<file path="src/rtl/flashpv_pkg.sv">
package flashpv_pkg;

  localparam int LANES = 2;
  localparam int LANE_W = 8;
  localparam int WORD_W = LANES * LANE_W;

  typedef enum logic [3:0] {
    S_IDLE, S_RAMP, S_FETCH, S_SETUP, S_DATA, S_PULSE,
    S_VERIFY, S_SETTLE, S_READ, S_CHECK, S_RDRST
  } seqState_t;

  typedef enum logic [1:0] {
    BUS_PROG, BUS_DATA, BUS_VFY, BUS_RDRST
  } busSel_t;

  typedef struct packed {
    logic    loadWord;
    logic    judge;
    logic    clrFlag;
    busSel_t busSel;
  } strobes_t;

endpackage

</file>
<file path="src/rtl/flashpv_ctrl.sv">
module flashpv_ctrl
  import flashpv_pkg::*;
#(
  parameter int PULSE_CYC  = 10,
  parameter int SETTLE_CYC = 6
) (
  input  logic     clk,
  input  logic     rst_n,
  input  logic     inValid,
  input  logic     vppHigh,
  input  logic     wordOk,
  input  logic     overNow,
  output strobes_t stb,
  output logic     vppEnable,
  output logic     inReady,
  output logic     flashWe,
  output logic     flashRe
);

  localparam int LONGEST = (PULSE_CYC > SETTLE_CYC) ? PULSE_CYC : SETTLE_CYC;
  localparam int TW = $clog2(LONGEST + 1);

  seqState_t state, nxt;
  logic [TW-1:0] timer;

  always_ff @(posedge clk or negedge rst_n) begin
    if (!rst_n) begin
      state <= S_IDLE;
      timer <= '0;
    end else begin
      state <= nxt;
      timer <= (nxt != state) ? '0 : timer + TW'(1);
    end
  end

  always_comb begin
    nxt = state;
    unique case (state)
      S_IDLE:   if (inValid) nxt = S_RAMP;
      S_RAMP:   if (vppHigh) nxt = S_FETCH;
      S_FETCH:  nxt = inValid ? S_SETUP : S_RDRST;
      S_SETUP:  nxt = S_DATA;
      S_DATA:   nxt = S_PULSE;
      S_PULSE:  if (timer == TW'(PULSE_CYC - 1)) nxt = S_VERIFY;
      S_VERIFY: nxt = S_SETTLE;
      S_SETTLE: if (timer == TW'(SETTLE_CYC - 1)) nxt = S_READ;
      S_READ:   nxt = S_CHECK;
      S_CHECK:  nxt = (wordOk || overNow) ? S_FETCH : S_SETUP;
      S_RDRST:  nxt = S_IDLE;
      default:  nxt = S_IDLE;
    endcase
  end

  always_comb begin
    vppEnable = (state != S_IDLE);
    inReady   = (state == S_FETCH);
    flashWe   = (state == S_SETUP) || (state == S_DATA) ||
                (state == S_VERIFY) || (state == S_RDRST);
    flashRe   = (state == S_READ);
    stb.loadWord = (state == S_FETCH) && inValid;
    stb.judge    = (state == S_CHECK);
    stb.clrFlag  = (state == S_IDLE) && inValid;
    unique case (state)
      S_DATA:   stb.busSel = BUS_DATA;
      S_VERIFY: stb.busSel = BUS_VFY;
      S_RDRST:  stb.busSel = BUS_RDRST;
      default:  stb.busSel = BUS_PROG;
    endcase
  end

endmodule

</file>
<file path="src/rtl/flashpv_dpath.sv">
module flashpv_dpath
  import flashpv_pkg::*;
#(
  parameter int          ADDR_W     = 16,
  parameter int          MAX_PULSES = 25,
  parameter logic [7:0]  PROG_CMD   = 8'h40,
  parameter logic [7:0]  VFY_CMD    = 8'hC0,
  parameter logic [7:0]  READ_CMD   = 8'h00
) (
  input  logic              clk,
  input  logic              rst_n,
  input  strobes_t          stb,
  input  logic [ADDR_W-1:0] inAddr,
  input  logic [WORD_W-1:0] inData,
  input  logic [WORD_W-1:0] flashRdata,
  output logic [ADDR_W-1:0] flashAddr,
  output logic [WORD_W-1:0] flashWdata,
  output logic [LANES-1:0]  errFlag,
  output logic              wordOk,
  output logic              overNow
);

  localparam int CW = $clog2(MAX_PULSES + 1);

  logic [ADDR_W-1:0] addrReg;
  logic [WORD_W-1:0] dataReg;
  logic [LANES-1:0]  laneOk, laneOver, laneMask;
  logic [WORD_W-1:0] maskWord, rawWord;

  always_ff @(posedge clk or negedge rst_n) begin
    if (!rst_n) begin
      addrReg <= '0;
      dataReg <= '0;
    end else if (stb.loadWord) begin
      addrReg <= inAddr;
      dataReg <= inData;
    end
  end

  assign wordOk = (flashRdata == dataReg);

  for (genvar l = 0; l < LANES; l++) begin : g_lane
    logic [CW-1:0] cnt;
    logic          mask;
    assign laneOk[l]   = flashRdata[LANE_W*l +: LANE_W] == dataReg[LANE_W*l +: LANE_W];
    assign laneOver[l] = !laneOk[l] && (cnt == CW'(MAX_PULSES - 1));
    assign laneMask[l] = mask;
    assign maskWord[LANE_W*l +: LANE_W] = {LANE_W{mask}};
    always_ff @(posedge clk or negedge rst_n) begin
      if (!rst_n) begin
        cnt  <= '0;
        mask <= 1'b0;
      end else if (stb.loadWord) begin
        cnt  <= '0;
        mask <= 1'b0;
      end else if (stb.judge && !wordOk) begin
        if (laneOk[l]) mask <= 1'b1;
        else           cnt  <= cnt + CW'(1);
      end
    end
  end

  assign overNow = |laneOver;

  always_ff @(posedge clk or negedge rst_n) begin
    if (!rst_n)                  errFlag <= '0;
    else if (stb.clrFlag)        errFlag <= '0;
    else if (stb.judge && !wordOk) errFlag <= errFlag | laneOver;
  end

  always_comb begin
    unique case (stb.busSel)
      BUS_DATA:  rawWord = dataReg;
      BUS_VFY:   rawWord = {LANES{VFY_CMD}};
      BUS_RDRST: rawWord = {LANES{READ_CMD}};
      default:   rawWord = {LANES{PROG_CMD}};
    endcase
    flashWdata = (stb.busSel == BUS_RDRST) ? rawWord : (rawWord | maskWord);
  end

  assign flashAddr = addrReg;

endmodule

</file>
<file path="src/rtl/flashpv_seq.sv">
module flashpv_seq
  import flashpv_pkg::*;
#(
  parameter int         ADDR_W     = 16,
  parameter int         MAX_PULSES = 25,
  parameter int         PULSE_CYC  = 10,
  parameter int         SETTLE_CYC = 6,
  parameter logic [7:0] PROG_CMD   = 8'h40,
  parameter logic [7:0] VFY_CMD    = 8'hC0,
  parameter logic [7:0] READ_CMD   = 8'h00
) (
  input  logic              clk,
  input  logic              rst_n,
  input  logic              inValid,
  output logic              inReady,
  input  logic [ADDR_W-1:0] inAddr,
  input  logic [15:0]       inData,
  input  logic              vppHigh,
  output logic              vppEnable,
  output logic [ADDR_W-1:0] flashAddr,
  output logic [15:0]       flashWdata,
  output logic              flashWe,
  output logic              flashRe,
  input  logic [15:0]       flashRdata,
  output logic [1:0]        errFlag
);

  strobes_t stb;
  logic     wordOk, overNow;

  flashpv_ctrl #(.PULSE_CYC(PULSE_CYC), .SETTLE_CYC(SETTLE_CYC)) u_ctrl (
    .clk(clk), .rst_n(rst_n), .inValid(inValid), .vppHigh(vppHigh),
    .wordOk(wordOk), .overNow(overNow), .stb(stb), .vppEnable(vppEnable),
    .inReady(inReady), .flashWe(flashWe), .flashRe(flashRe)
  );

  flashpv_dpath #(
    .ADDR_W(ADDR_W), .MAX_PULSES(MAX_PULSES),
    .PROG_CMD(PROG_CMD), .VFY_CMD(VFY_CMD), .READ_CMD(READ_CMD)
  ) u_dpath (
    .clk(clk), .rst_n(rst_n), .stb(stb), .inAddr(inAddr), .inData(inData),
    .flashRdata(flashRdata), .flashAddr(flashAddr), .flashWdata(flashWdata),
    .errFlag(errFlag), .wordOk(wordOk), .overNow(overNow)
  );

endmodule

</file>
<file path="config.mk">
export PLATFORM = sky130hd
export DESIGN_NAME = flashpv_seq
export DESIGN_NICKNAME = d
export VERILOG_FILES = /design/src/rtl/flashpv_pkg.sv /design/src/rtl/flashpv_ctrl.sv /design/src/rtl/flashpv_dpath.sv /design/src/rtl/flashpv_seq.sv
export SDC_FILE = /design/constraint.sdc
export NUM_CORES = 1
export LEC_CHECK = 0
export BUFFER_PORTS_ARGS = -buffer_cell sky130_fd_sc_hd__buf_2
export CAP_MARGIN = 20
export CORE_MARGIN = 5
export CORE_UTILIZATION = 40
export DETAILED_ROUTE_END_ITERATION = 6
export SLEW_MARGIN = 20
export SYNTH_ARGS = -nofsm -noshare
export SYNTH_HDL_FRONTEND = slang
export SYNTH_HIERARCHICAL = 1
export SYNTH_SLANG_ARGS = --single-unit
</file>
<file path="constraint.sdc">
create_clock -name clk -period 5.2 [get_ports clk]
set_input_delay 0.52 -clock clk [delete_from_list [all_inputs] [get_ports clk]]
set_output_delay 0.52 -clock clk [all_outputs]
set_load 0.01 [all_outputs]
</file>
==> summary.txt <==
Status
  – Status: finished clean

Clock tree
  – Cells resized by post-CTS repair: 0
  – # Post-CTS Setup Buffers: 0
  – CTS buffer count: 5
  – H-Tree Depth: 2
  – CTS tree: yes
  – Clock root buffer master: clkbuf_8
  – Clock slew seen by the registers of the worst setup and hold paths: roughly 0.090 ns
  – Clk buf depth: 2
  – Clk sinks: 54
  – Clock Latency Late Sink: 0.30 ns
  – # hold bufs at CTS: 0

STA
  – RSZ-0062 raised after global routing: false
  – Final Hold Viols: 0
  – Setup TNS: 0 ns
  – Max Freq: roughly 290 MHz
  – Tmin final: roughly 3.5 ns
  – Final Cycle Share: 0.664
  – Worst-margin pin slew: a little over 1 ns
  – Max Slew Vio Count: 0
  – Clock skew: 0.00359 ns
  – Final setup violating endpoints: 0
  – Rel. slew slack: 0.310

Floorplan
  – Starting Density: 0.405
  – I/O pin cnt: 90
  – Num rows: 32
  – CORE AREA: roughly 7600 sq um
  – Chip Width: just under 100 um
  – Die Y: 98.0 um
  – Die area: roughly 9600 sq um

GRT
  – Overflow after GRT: 0
  – Gr usage total: 0.151
  – Initial antenna violation count: 0
  – Vias in the first global route: between 2000 and 3000
  – Global-route wire length before repair: around 12000 um
  – Largest net degree at the start of global routing: between 50 and 60

Setup path
  – Reg-to-reg setup timing slack: ~2.8 ns
  – CP Max Fanout: 19
  – Setup crit start kind: flop
  – Critical Path AT: around 2.9 ns
  – Critical path class: reg2out
  – CP endpoint kind: output port
  – CP required: ~4.7 ns

Detailed routing
  – WL final: 7120 um
  – Drt drc: 0
  – Initial detailed-routing violation count: 113
  – Vias per inst: slightly above 5
  – First-pass DRT Iterations: 4
  – Vias post-DR: approximately 2500
  – Wirelength per Cell: 14.7 um
  – Final ANT Viol Nets: 0

Pwr
  – Net Sw Frac: 0.390
  – PD cells: about 500 nW/um^2
  – Comb power frac: 0.433
  – P_leak: roughly 1.8 nW
  – Psw: about 700 uW
  – Clock power frac: 0.141
  – Power Total: 1.83 mW
  – Pint: roughly 1.1 mW
  – Power share of the sequential group: 0.426
  – Max VDD drop: ~0.24 mV

Synth
  – Most common cell in the synthesized netlist: dfrtp_1
  – Post-synthesis register bit count: between 50 and 60
  – Syn_area_per_cell: 10.3 sq um
  – Number of enable flip-flop cells after synthesis: 0
  – Syn Nets: ~360
  – Ys async rst share: 1.00
  – Commonest cells post-synth: dfrtp_1 (54), mux2_2 (36), nor2_1 (36), a21oi_1 (23), clkbuf_1 (13)
  – Sequential area share after synthesis: 0.436
  – Ranking of synthesized cells by area: dfrtp_1 (44%), mux2_2 (13%), nor2_1 (4.4%)
  – Yosys warns: 6
  – Post-synth top area share: 0.436
  – Largest area contributor in the synthesized netlist: dfrtp_1
  – Distinct cells, synth: 50
  – Synth Flop Type: dfrtp_1
  – Cell Area, Synth: around 3100 sq um
  – Mapped Cells: approximately 300

Layout
  – Layout Cells excl Fill: between 400 and 500
  – Fraction of layout cells with a size suffix above 1: 0.388
  – Final Core Density: 0.486
  – Area grow syn2layout: 19.9%
  – Layout Nets: 438
  – # diodes: 0
  – Design Area, Final: roughly 3700 sq um
  – Filler cells: 730

Placement
  – Placed cell count: 475
  – DP HPWL: around 5400 um
  – Area post-placement: 3610 sq um
  – I/O Buffers: just under 90
  – Final Wtd Congestion: between 0.7 and 0.8

Flow run
  – Max Cap Violations: 0

Min path
  – Worst hold path type: in2async
## per-stage QoR
step | setup WS [ns] | hold slack, ns
final | 1.75 | 0.336
after detailed placement | 2.10 | 0.491
after global placement | 2.23 | 0.483
after CTS | 1.75 | 0.368
after global routing | 1.49 | 0.430
after floorplan | 2.89 | 0.224
## critical path, stage by stage, from the launching register on
cell and delay [ns]:
dfrtp_1 0.57, nand2b_1 0.31, nor2_1 0.13, nor2_1 0.05, nor2_1 0.77, and2_1 0.52
nor2_1 0.11, buf_2 0.16
## cell type report
type | instances | area, sq um | share of cell area
Inverter | 12 | 45.0 | 0.0121
Clock inverter | 1 | 8.76 | 0.00236
Timing Repair Buffer | 91 | 460 | 0.124
Sequential cell | 54 | 1350 | 0.364
Tap cell | 102 | 128 | 0.0343
Clock buffer | 7 | 96.3 | 0.0259
Multi-Input combinational cell | 216 | 1630 | 0.438
## worst paths after layout
| path | from | end | depth (start not counted) |
|---|---|---|---|
| worst max register to register | u_ctrl/state[0] | u_dpath/g_lane[1].mask | 5 |
| max in group asynchronous | rst_n | u_ctrl/state[1] | 2 |
| worst min register to register | u_dpath/flashAddr[5] | u_dpath/flashAddr[5] | 1 |
| min in group clk | inAddr[8] | u_dpath/flashAddr[8] | 2 |
| worst min-delay path | rst_n | u_dpath/flashAddr[8] | 2 |
| worst max-delay path | u_ctrl/state[2] | flashWdata[0] | 7 |
## cell families after synthesis
group	Yosys count	synth area share
flops	54	0.436
mux	45	0.163
xor+xnor	19	0.0537
fa+ha+maj	6	0.0242
simple gates	99	0.178
compound gates	47	0.105
buf+inv	31	0.0412
## metal layers
metal,vias up,wire [um],GRT usage
met5,-,0,0
met4,0,92,0.0437
li1,1219,-,-
met2,70,3330,0.237
met1,1170,3280,0.205
met3,6,417,0.0393
## layout by cell type (no fill, tap or decap), types with 9 or more instances in the layout
cell	Yosys	routed
dfrtp_1	54	54
xor2_1	9	9
mux2_2	36	36
nor2_1	36	35
inv_1	12	12
buf_2	3	89
nand2_1	9	9
xnor2_1	10	10
nor2b_1	9	9
a21oi_1	23	23
## flip-flops by register name, indices dropped and copies added, names as in the netlist
| register | flops |
|---|---|
| u_ctrl/state | 4 |
| u_ctrl/timer | 4 |
| u_dpath/dataReg | 16 |
| u_dpath/errFlag | 2 |
| u_dpath/flashAddr | 16 |
| u_dpath/g_lane.cnt | 10 |
| u_dpath/g_lane.mask | 2 |
## power groups by stage
stage                     Combinational [mW]  Sequential (mW)  Clock [mW]
after floorplan                        0.594            0.751           0
after global placement                 0.786            0.784           0
after detailed placement               0.801            0.791           0
after CTS                              0.804            0.782       0.272
after global routing                   0.893            0.816       0.287
final                                  0.794            0.782       0.259
No activity file was read; power rests on OpenSTA's default activity.
